`src/rtl/refresh_seq_pkg.sv`:
```
package refresh_seq_pkg;
  typedef enum logic [1:0] {
    ST_IDLE     = 2'd0,
    ST_WAIT_GNT = 2'd1,
    ST_BURST    = 2'd2,
    ST_STAGGER  = 2'd3
  } seq_state_e;
endpackage

```
`src/rtl/rfs_interval_timer.sv`:
```
module rfs_interval_timer #(
  parameter int INTERVAL = 781
) (
  input  logic clk,
  input  logic rst_n,
  output logic tick_o
);
  localparam int TW = (INTERVAL > 2) ? $clog2(INTERVAL) : 1;
  localparam logic [TW-1:0] LAST = TW'(INTERVAL - 1);

  logic [TW-1:0] cnt_q;

  assign tick_o = (cnt_q == LAST);

  always_ff @(posedge clk) begin
    if (!rst_n)      cnt_q <= '0;
    else if (tick_o) cnt_q <= '0;
    else             cnt_q <= cnt_q + 1'b1;
  end

  // an expiry is followed by a full interval before the next one
  a_r1_tick_restarts: assert property (@(posedge clk) disable iff (!rst_n)
    tick_o |=> (cnt_q == '0) && !tick_o);
  a_r1_count_in_range: assert property (@(posedge clk) disable iff (!rst_n)
    cnt_q <= LAST);
endmodule

```
`src/rtl/rfs_row_counter.sv`:
```
module rfs_row_counter #(
  parameter int ROW_W = 8
) (
  input  logic             clk,
  input  logic             rst_n,
  input  logic             adv_i,
  output logic [ROW_W-1:0] row_o
);
  always_ff @(posedge clk) begin
    if (!rst_n)     row_o <= '0;
    else if (adv_i) row_o <= row_o + 1'b1;
  end

  // the row moves by exactly one per completed refresh, wrapping naturally
  a_r5_row_step: assert property (@(posedge clk) disable iff (!rst_n)
    adv_i |=> row_o == $past(row_o) + 1'b1);
  a_r5_row_hold: assert property (@(posedge clk) disable iff (!rst_n)
    !adv_i |=> $stable(row_o));
endmodule

```
`src/rtl/rfs_bank_picker.sv`:
```
module rfs_bank_picker #(
  parameter int BANKS = 4
) (
  input  logic [BANKS-1:0] owed_i,
  input  logic [BANKS-1:0] busy_i,
  output logic [BANKS-1:0] pick_o
);
  logic [BANKS-1:0] avail;
  logic [BANKS:0]   lower_taken;

  assign avail          = owed_i & ~busy_i;
  assign lower_taken[0] = 1'b0;

  for (genvar i = 0; i < BANKS; i++) begin : g_prio
    assign pick_o[i]        = avail[i] & ~lower_taken[i];
    assign lower_taken[i+1] = lower_taken[i] | avail[i];
  end

  // never more than one bank, and never a busy one
  always_comb begin
    a_r6_pick_onehot: assert ($onehot0(pick_o));
    a_r6_pick_free:   assert ((pick_o & busy_i) == '0);
  end
endmodule

```
`src/rtl/refresh_sequencer.sv`:
```
module refresh_sequencer
  import refresh_seq_pkg::*;
#(
  parameter int WINDOW_CYCLES = 200000,
  parameter int ROW_BITS      = 8,
  parameter int BANKS         = 4,
  parameter int STROBE_CYCLES = 4,
  parameter int WAIT_W        = 3
) (
  input  logic                clk,
  input  logic                rst_n,
  input  logic                stagger_en,
  input  logic                bus_grant,
  input  logic [WAIT_W-1:0]   wait_states,
  input  logic [BANKS-1:0]    bank_busy,
  output logic                bus_request,
  output logic                refresh_strobe,
  output logic [ROW_BITS-1:0] row_addr,
  output logic [BANKS-1:0]    bank_sel,
  output logic                deadline_miss
);
  localparam int ROWS     = 1 << ROW_BITS;
  localparam int INTERVAL = WINDOW_CYCLES / ROWS;
  localparam int CNT_W    = $clog2(STROBE_CYCLES + (1 << WAIT_W));

  seq_state_e       state_q;
  logic [CNT_W-1:0] burst_cnt_q;
  logic [BANKS-1:0] owed_q;
  logic             late_q;
  logic             miss_q;
  logic             tick;
  logic             start;
  logic             row_adv;
  logic [BANKS-1:0] stag_pick;
  logic [BANKS-1:0] owed_next;

  rfs_interval_timer #(.INTERVAL(INTERVAL)) u_timer (
    .clk    (clk),
    .rst_n  (rst_n),
    .tick_o (tick)
  );

  rfs_bank_picker #(.BANKS(BANKS)) u_picker (
    .owed_i (owed_q),
    .busy_i (bank_busy),
    .pick_o (stag_pick)
  );

  rfs_row_counter #(.ROW_W(ROW_BITS)) u_rows (
    .clk   (clk),
    .rst_n (rst_n),
    .adv_i (row_adv),
    .row_o (row_addr)
  );

  assign owed_next = owed_q & ~stag_pick;
  assign start     = (state_q == ST_IDLE) && (tick || late_q);

  always_comb begin
    bus_request    = (state_q == ST_WAIT_GNT) || (state_q == ST_BURST);
    refresh_strobe = 1'b0;
    bank_sel       = '0;
    row_adv        = 1'b0;
    case (state_q)
      ST_BURST: begin
        refresh_strobe = 1'b1;
        bank_sel       = '1;
        row_adv        = (burst_cnt_q == '0);
      end
      ST_STAGGER: begin
        refresh_strobe = |stag_pick;
        bank_sel       = stag_pick;
        row_adv        = (owed_next == '0);
      end
      default: ;
    endcase
  end

  always_ff @(posedge clk) begin
    if (!rst_n) begin
      state_q     <= ST_IDLE;
      burst_cnt_q <= '0;
      owed_q      <= '0;
    end else begin
      case (state_q)
        ST_IDLE: if (start) begin
          if (stagger_en) begin
            state_q <= ST_STAGGER;
            owed_q  <= '1;
          end else begin
            state_q <= ST_WAIT_GNT;
          end
        end
        ST_WAIT_GNT: if (bus_grant) begin
          state_q     <= ST_BURST;
          burst_cnt_q <= CNT_W'(STROBE_CYCLES - 1) + CNT_W'(wait_states);
        end
        ST_BURST: begin
          if (burst_cnt_q == '0) state_q <= ST_IDLE;
          else                   burst_cnt_q <= burst_cnt_q - 1'b1;
        end
        ST_STAGGER: begin
          owed_q <= owed_next;
          if (owed_next == '0) state_q <= ST_IDLE;
        end
        default: state_q <= ST_IDLE;
      endcase
    end
  end

  always_ff @(posedge clk) begin
    if (!rst_n) begin
      late_q <= 1'b0;
      miss_q <= 1'b0;
    end else begin
      if (tick && state_q != ST_IDLE) begin
        late_q <= 1'b1;
        miss_q <= 1'b1;
      end else if (start) begin
        late_q <= 1'b0;
      end
    end
  end

  assign deadline_miss = miss_q;

  // a normal-mode strobe starts only after the grant was seen
  a_r2_strobe_after_grant: assert property (@(posedge clk) disable iff (!rst_n)
    ($rose(refresh_strobe) && bus_request) |-> $past(bus_grant));
  // every bank takes part in a bus-owned strobe
  a_r3_all_banks: assert property (@(posedge clk) disable iff (!rst_n)
    (refresh_strobe && bus_request) |-> (&bank_sel));
  // the bus is handed back only right after a strobe
  a_r4_release_after_strobe: assert property (@(posedge clk) disable iff (!rst_n)
    $fell(bus_request) |-> $past(refresh_strobe));
  // without the bus, at most one idle bank is touched per cycle
  a_r6_single_free_bank: assert property (@(posedge clk) disable iff (!rst_n)
    !bus_request |-> ($onehot0(bank_sel) && ((bank_sel & bank_busy) == '0)));
  // once a deadline is missed the flag stays up
  a_r7_miss_sticky: assert property (@(posedge clk) disable iff (!rst_n)
    deadline_miss |=> deadline_miss);
endmodule

```
`config.mk`:
```
export PLATFORM = sky130hd
export DESIGN_NAME = refresh_sequencer
export DESIGN_NICKNAME = d
export VERILOG_FILES = /design/src/rtl/refresh_seq_pkg.sv /design/src/rtl/rfs_interval_timer.sv /design/src/rtl/rfs_row_counter.sv /design/src/rtl/rfs_bank_picker.sv /design/src/rtl/refresh_sequencer.sv
export SDC_FILE = /design/constraint.sdc
export NUM_CORES = 1
export LEC_CHECK = 0
export ABC_CLOCK_PERIOD_IN_PS = 1800
export BUFFER_PORTS_ARGS = -buffer_cell sky130_fd_sc_hd__buf_4
export CAP_MARGIN = 20
export CORE_MARGIN = 5
export CORE_UTILIZATION = 50
export DETAILED_ROUTE_END_ITERATION = 10
export PLACE_DENSITY = 0.75
export SLEW_MARGIN = 20
export SYNTH_ARGS = -nofsm -noshare
export SYNTH_HDL_FRONTEND = slang
export SYNTH_SLANG_ARGS = --single-unit
```
`constraint.sdc`:
```
create_clock -name clk -period 1.8 [get_ports clk]
set_clock_uncertainty 0.2 [all_clocks]
set_input_delay 0.18 -clock clk [delete_from_list [all_inputs] [get_ports clk]]
set_output_delay 0.18 -clock clk [all_outputs]
set_load 0.05 [all_outputs]
```
==> out/qor.txt <==
share of async-settable or async-resettable flops after synthesis -> 0
drt pass-1 iters -> 5
detailed router's first-iteration violation count -> 142
slew at the pin with the worst max-slew slack -> 0.553 ns
Core Util, Final -> 0.871
Critical Path Start -> owed_q[0]
register bit count reported by yosys -> 30
violated checks -> negative setup slack
via count of the first global-routing pass -> 1741
Die Span Y -> 67.4 µm
final setup margin -> -0.328 ns
TritonCTS clock tree -> yes
maximum number of pins on one net before global-route repair -> 16
last element of the critical path -> u_rows.row_o[5]
count of input and output buffers -> 25
Data arrival, critical path -> 2.20 ns
vias post-DR -> 1881
final critical-path share of the clock period -> 1.18
count of H-tree levels built during CTS -> 2
flop2flop setup slack -> -0.33 ns
path category of the worst min-delay check -> input pin to register
MaxCap Viol Count -> 0
Synth Net Count -> 211
Worst setup EP type -> register
outcome -> finished with violations
gate count after technology mapping -> 191
placed cell count -> 287
achievable clock frequency -> 0.470 GHz
EDFF count, synth -> 0
remaining routing DRC violations -> 0
ant diodes -> 0
maximum resistive drop on vdd -> 0.000982 V
filler cell count -> 160
Clock Tree Root -> clkbuf_4
Clock transition at path regs -> 0.10 ns
depth of the worst register-to-register path -> 6
global routing usage on met2 -> 0.445
final global-route overflow total -> 0
Cell Rows -> 20
grt peak-use layer -> met2
non-filler cells, final -> 316
DP Wirelength -> 3080 µm
Hold Fails Final Rpt -> 0
initial antenna violation count -> 0
beginning of the worst register-to-register path -> owed_q[0]
average instance area after synthesis -> 8.62 µm²
worst r2r dst -> u_rows.row_o[5]
first-pass GRT wire length -> 7980 µm
initial core utilization -> 0.531
Cell Pwr Density -> 1030 nW/µm²
Slew Limit Headroom -> 0.631
Critical Path Start Type -> register
peak fanout along the critical path -> 5
final max-slew violation count -> 0
post-route cell area -> 2700 µm²
global-route track usage on met1 -> 0.248
post-placement cell area -> 2120 µm²
core region area -> 3100 µm²
I/O pin count -> 26
GRT met3 Usage -> 0.0499
mapped cell area -> 1650 µm²
number of warnings printed during yosys synthesis -> 0
Area Growth Syn to Fin -> 64.1%
aggregate global-route resource usage -> 0.242
insertion delay to the later sink of the worst-skew pair -> 0.36 ns
Final GP Congestion -> 0.825
number of buffers on the longest clock path -> 2
setup repair after global routing missed its margin -> yes
# nets final -> 292
fraction of layout cells with a size suffix above 1 -> 0.500
total negative setup slack -> -4.41 ns
DR WL/cell -> 20.7 µm
number of unique standard cell types used by synthesis -> 44
Clock Sink Count -> 30
Min Clock Period, post-route -> 2.13 ns
routed via count divided by cell count -> 5.95
predominant post-synthesis flop cell -> dfxtp_1
worst path required time -> 1.87 ns
Setup-failing EPs final -> 29
CTS Buf Count -> 5
DRT antenna net count -> 0
floorplan die area -> 4540 µm²
Setup CP Type -> register to register
width of the die -> 67.4 µm
Seq/Total Area, Yosys -> 0.365
post-placement setup slack -> -0.242 ns
static power due to leakage -> 1.16 nW
Total Wirelength -> 6530 µm
worst min-delay path by stage:
stage	from	endpoint	cells past startpoint
after global placement	deadline_miss	deadline_miss	2
after floorplan	rst_n	u_rows.row_o[3]	2
final	wait_states[0]	burst_cnt_q[0]	3
after detailed placement	deadline_miss	deadline_miss	2
after global routing	wait_states[0]	burst_cnt_q[0]	3
after CTS	stagger_en	state_q[1]	4
layout make-up:
class / count / area [µm²] / area share
Tap cell: 44 / 55.1 / 0.0204
Inverter: 15 / 68.8 / 0.0255
Clock buffer: 6 / 51.3 / 0.0190
Clock inverter: 1 / 30.0 / 0.0111
Sequential cell: 30 / 609 / 0.226
Multi-Input combinational cell: 143 / 1220 / 0.452
Timing Repair Buffer: 77 / 666 / 0.246
critical path, stage by stage (launching register included):
cell and delay, ns:
dfxtp_2 0.34, nor2b_4 0.14, o41ai_4 0.44, a31oi_4 0.21, buf_6 0.18, or3_1 0.32, a21oi_1 0.20
cell families (layout without fill, tap and decap cells):
| family | Yosys count | after routing | synth area share |
|---|---|---|---|
| AO/OA/AOI/OAI | 38 | 38 | 0.163 |
| buffers and inverters | 18 | 99 | 0.0509 |
| flip-flops | 30 | 30 | 0.365 |
| XOR/XNOR | 10 | 10 | 0.0532 |
| multiplexers | 8 | 8 | 0.0486 |
| adder cells (fa/ha/maj) | 9 | 9 | 0.0684 |
| AND/OR/NAND/NOR | 78 | 78 | 0.251 |
metal layers:
| metal | up-vias | wire length (µm) | share of wire |
|---|---|---|---|
| met1 | 914 | 2320 | 0.36 |
| met2 | 92 | 3440 | 0.53 |
| li1 | 839 | - | - |
| met4 | 0 | 350 | 0.054 |
| met5 | - | 0 | 0 |
| met3 | 36 | 414 | 0.063 |
placed cells by master (no fill, tap or decap), types with 6 or more instances in the layout:
| master | netlist | layout |
|---|---|---|
| dfxtp_2 | 0 | 7 |
| inv_1 | 14 | 8 |
| nand2_1 | 12 | 9 |
| nor2_1 | 22 | 18 |
| mux2i_1 | 8 | 7 |
| inv_2 | 0 | 6 |
| xor2_1 | 9 | 9 |
| buf_4 | 0 | 54 |
| buf_6 | 1 | 20 |
| dfxtp_1 | 30 | 23 |
| nand3_1 | 12 | 11 |
| o21ai_0 | 10 | 7 |
| a21oi_1 | 9 | 6 |
registers in the layout (all words and copies together), names as in the netlist:
signal / flops
u_timer.cnt_q: 10
u_rows.row_o: 8
burst_cnt_q: 4
owed_q: 4
state_q: 2
deadline_miss: 1
late_q: 1
where the power goes:
part           switching [mW]  total [mW]  internal (mW)
clock network           0.259       0.581          0.323
registers              0.0551       0.780          0.725
logic                   0.726        1.41          0.682
total                    1.04        2.77           1.73
synth_stat cells (2+ instances only):
master	number	area share
dfxtp_1	30	0.36
nor3_1	5	0.015
nand3_1	12	0.036
mux2i_1	8	0.049
xor2_1	9	0.048
nor2_1	22	0.050
and3_1	4	0.015
nand2b_1	3	0.011
nand2_1	12	0.027
o21ai_0	10	0.030
o31ai_1	2	0.0091
o21a_1	4	0.018
a21oi_1	9	0.027
nor2b_4	2	0.017
a21boi_0	3	0.014
nand4_1	2	0.0076
inv_1	14	0.032
or3_1	5	0.019
or4_1	2	0.0091
ha_1	9	0.068
metrics by stage:
| stage | total power [mW] | hold WS [ns] |
|---|---|---|
| after floorplan | 1.46 | 0.173 |
| after global placement | 1.76 | 0.253 |
| after detailed placement | 1.79 | 0.291 |
| after CTS | 2.53 | 0.0636 |
| after global routing | 2.88 | 0.0975 |
| final | 2.77 | 0.0921 |
repair_timing:
| action | 4_1_cts | 5_1_grt |
|---|---|---|
| pin swaps | 21 | 22 |
| resized for setup | 45 | 41 |
| hold buffers | 1 | 1 |
| endpoints found under the hold margin | 8 | 8 |
| setup buffers | 10 | 11 |
| setup endpoints to repair | 23 | 32 |
Power figures use the tool's default switching activity.
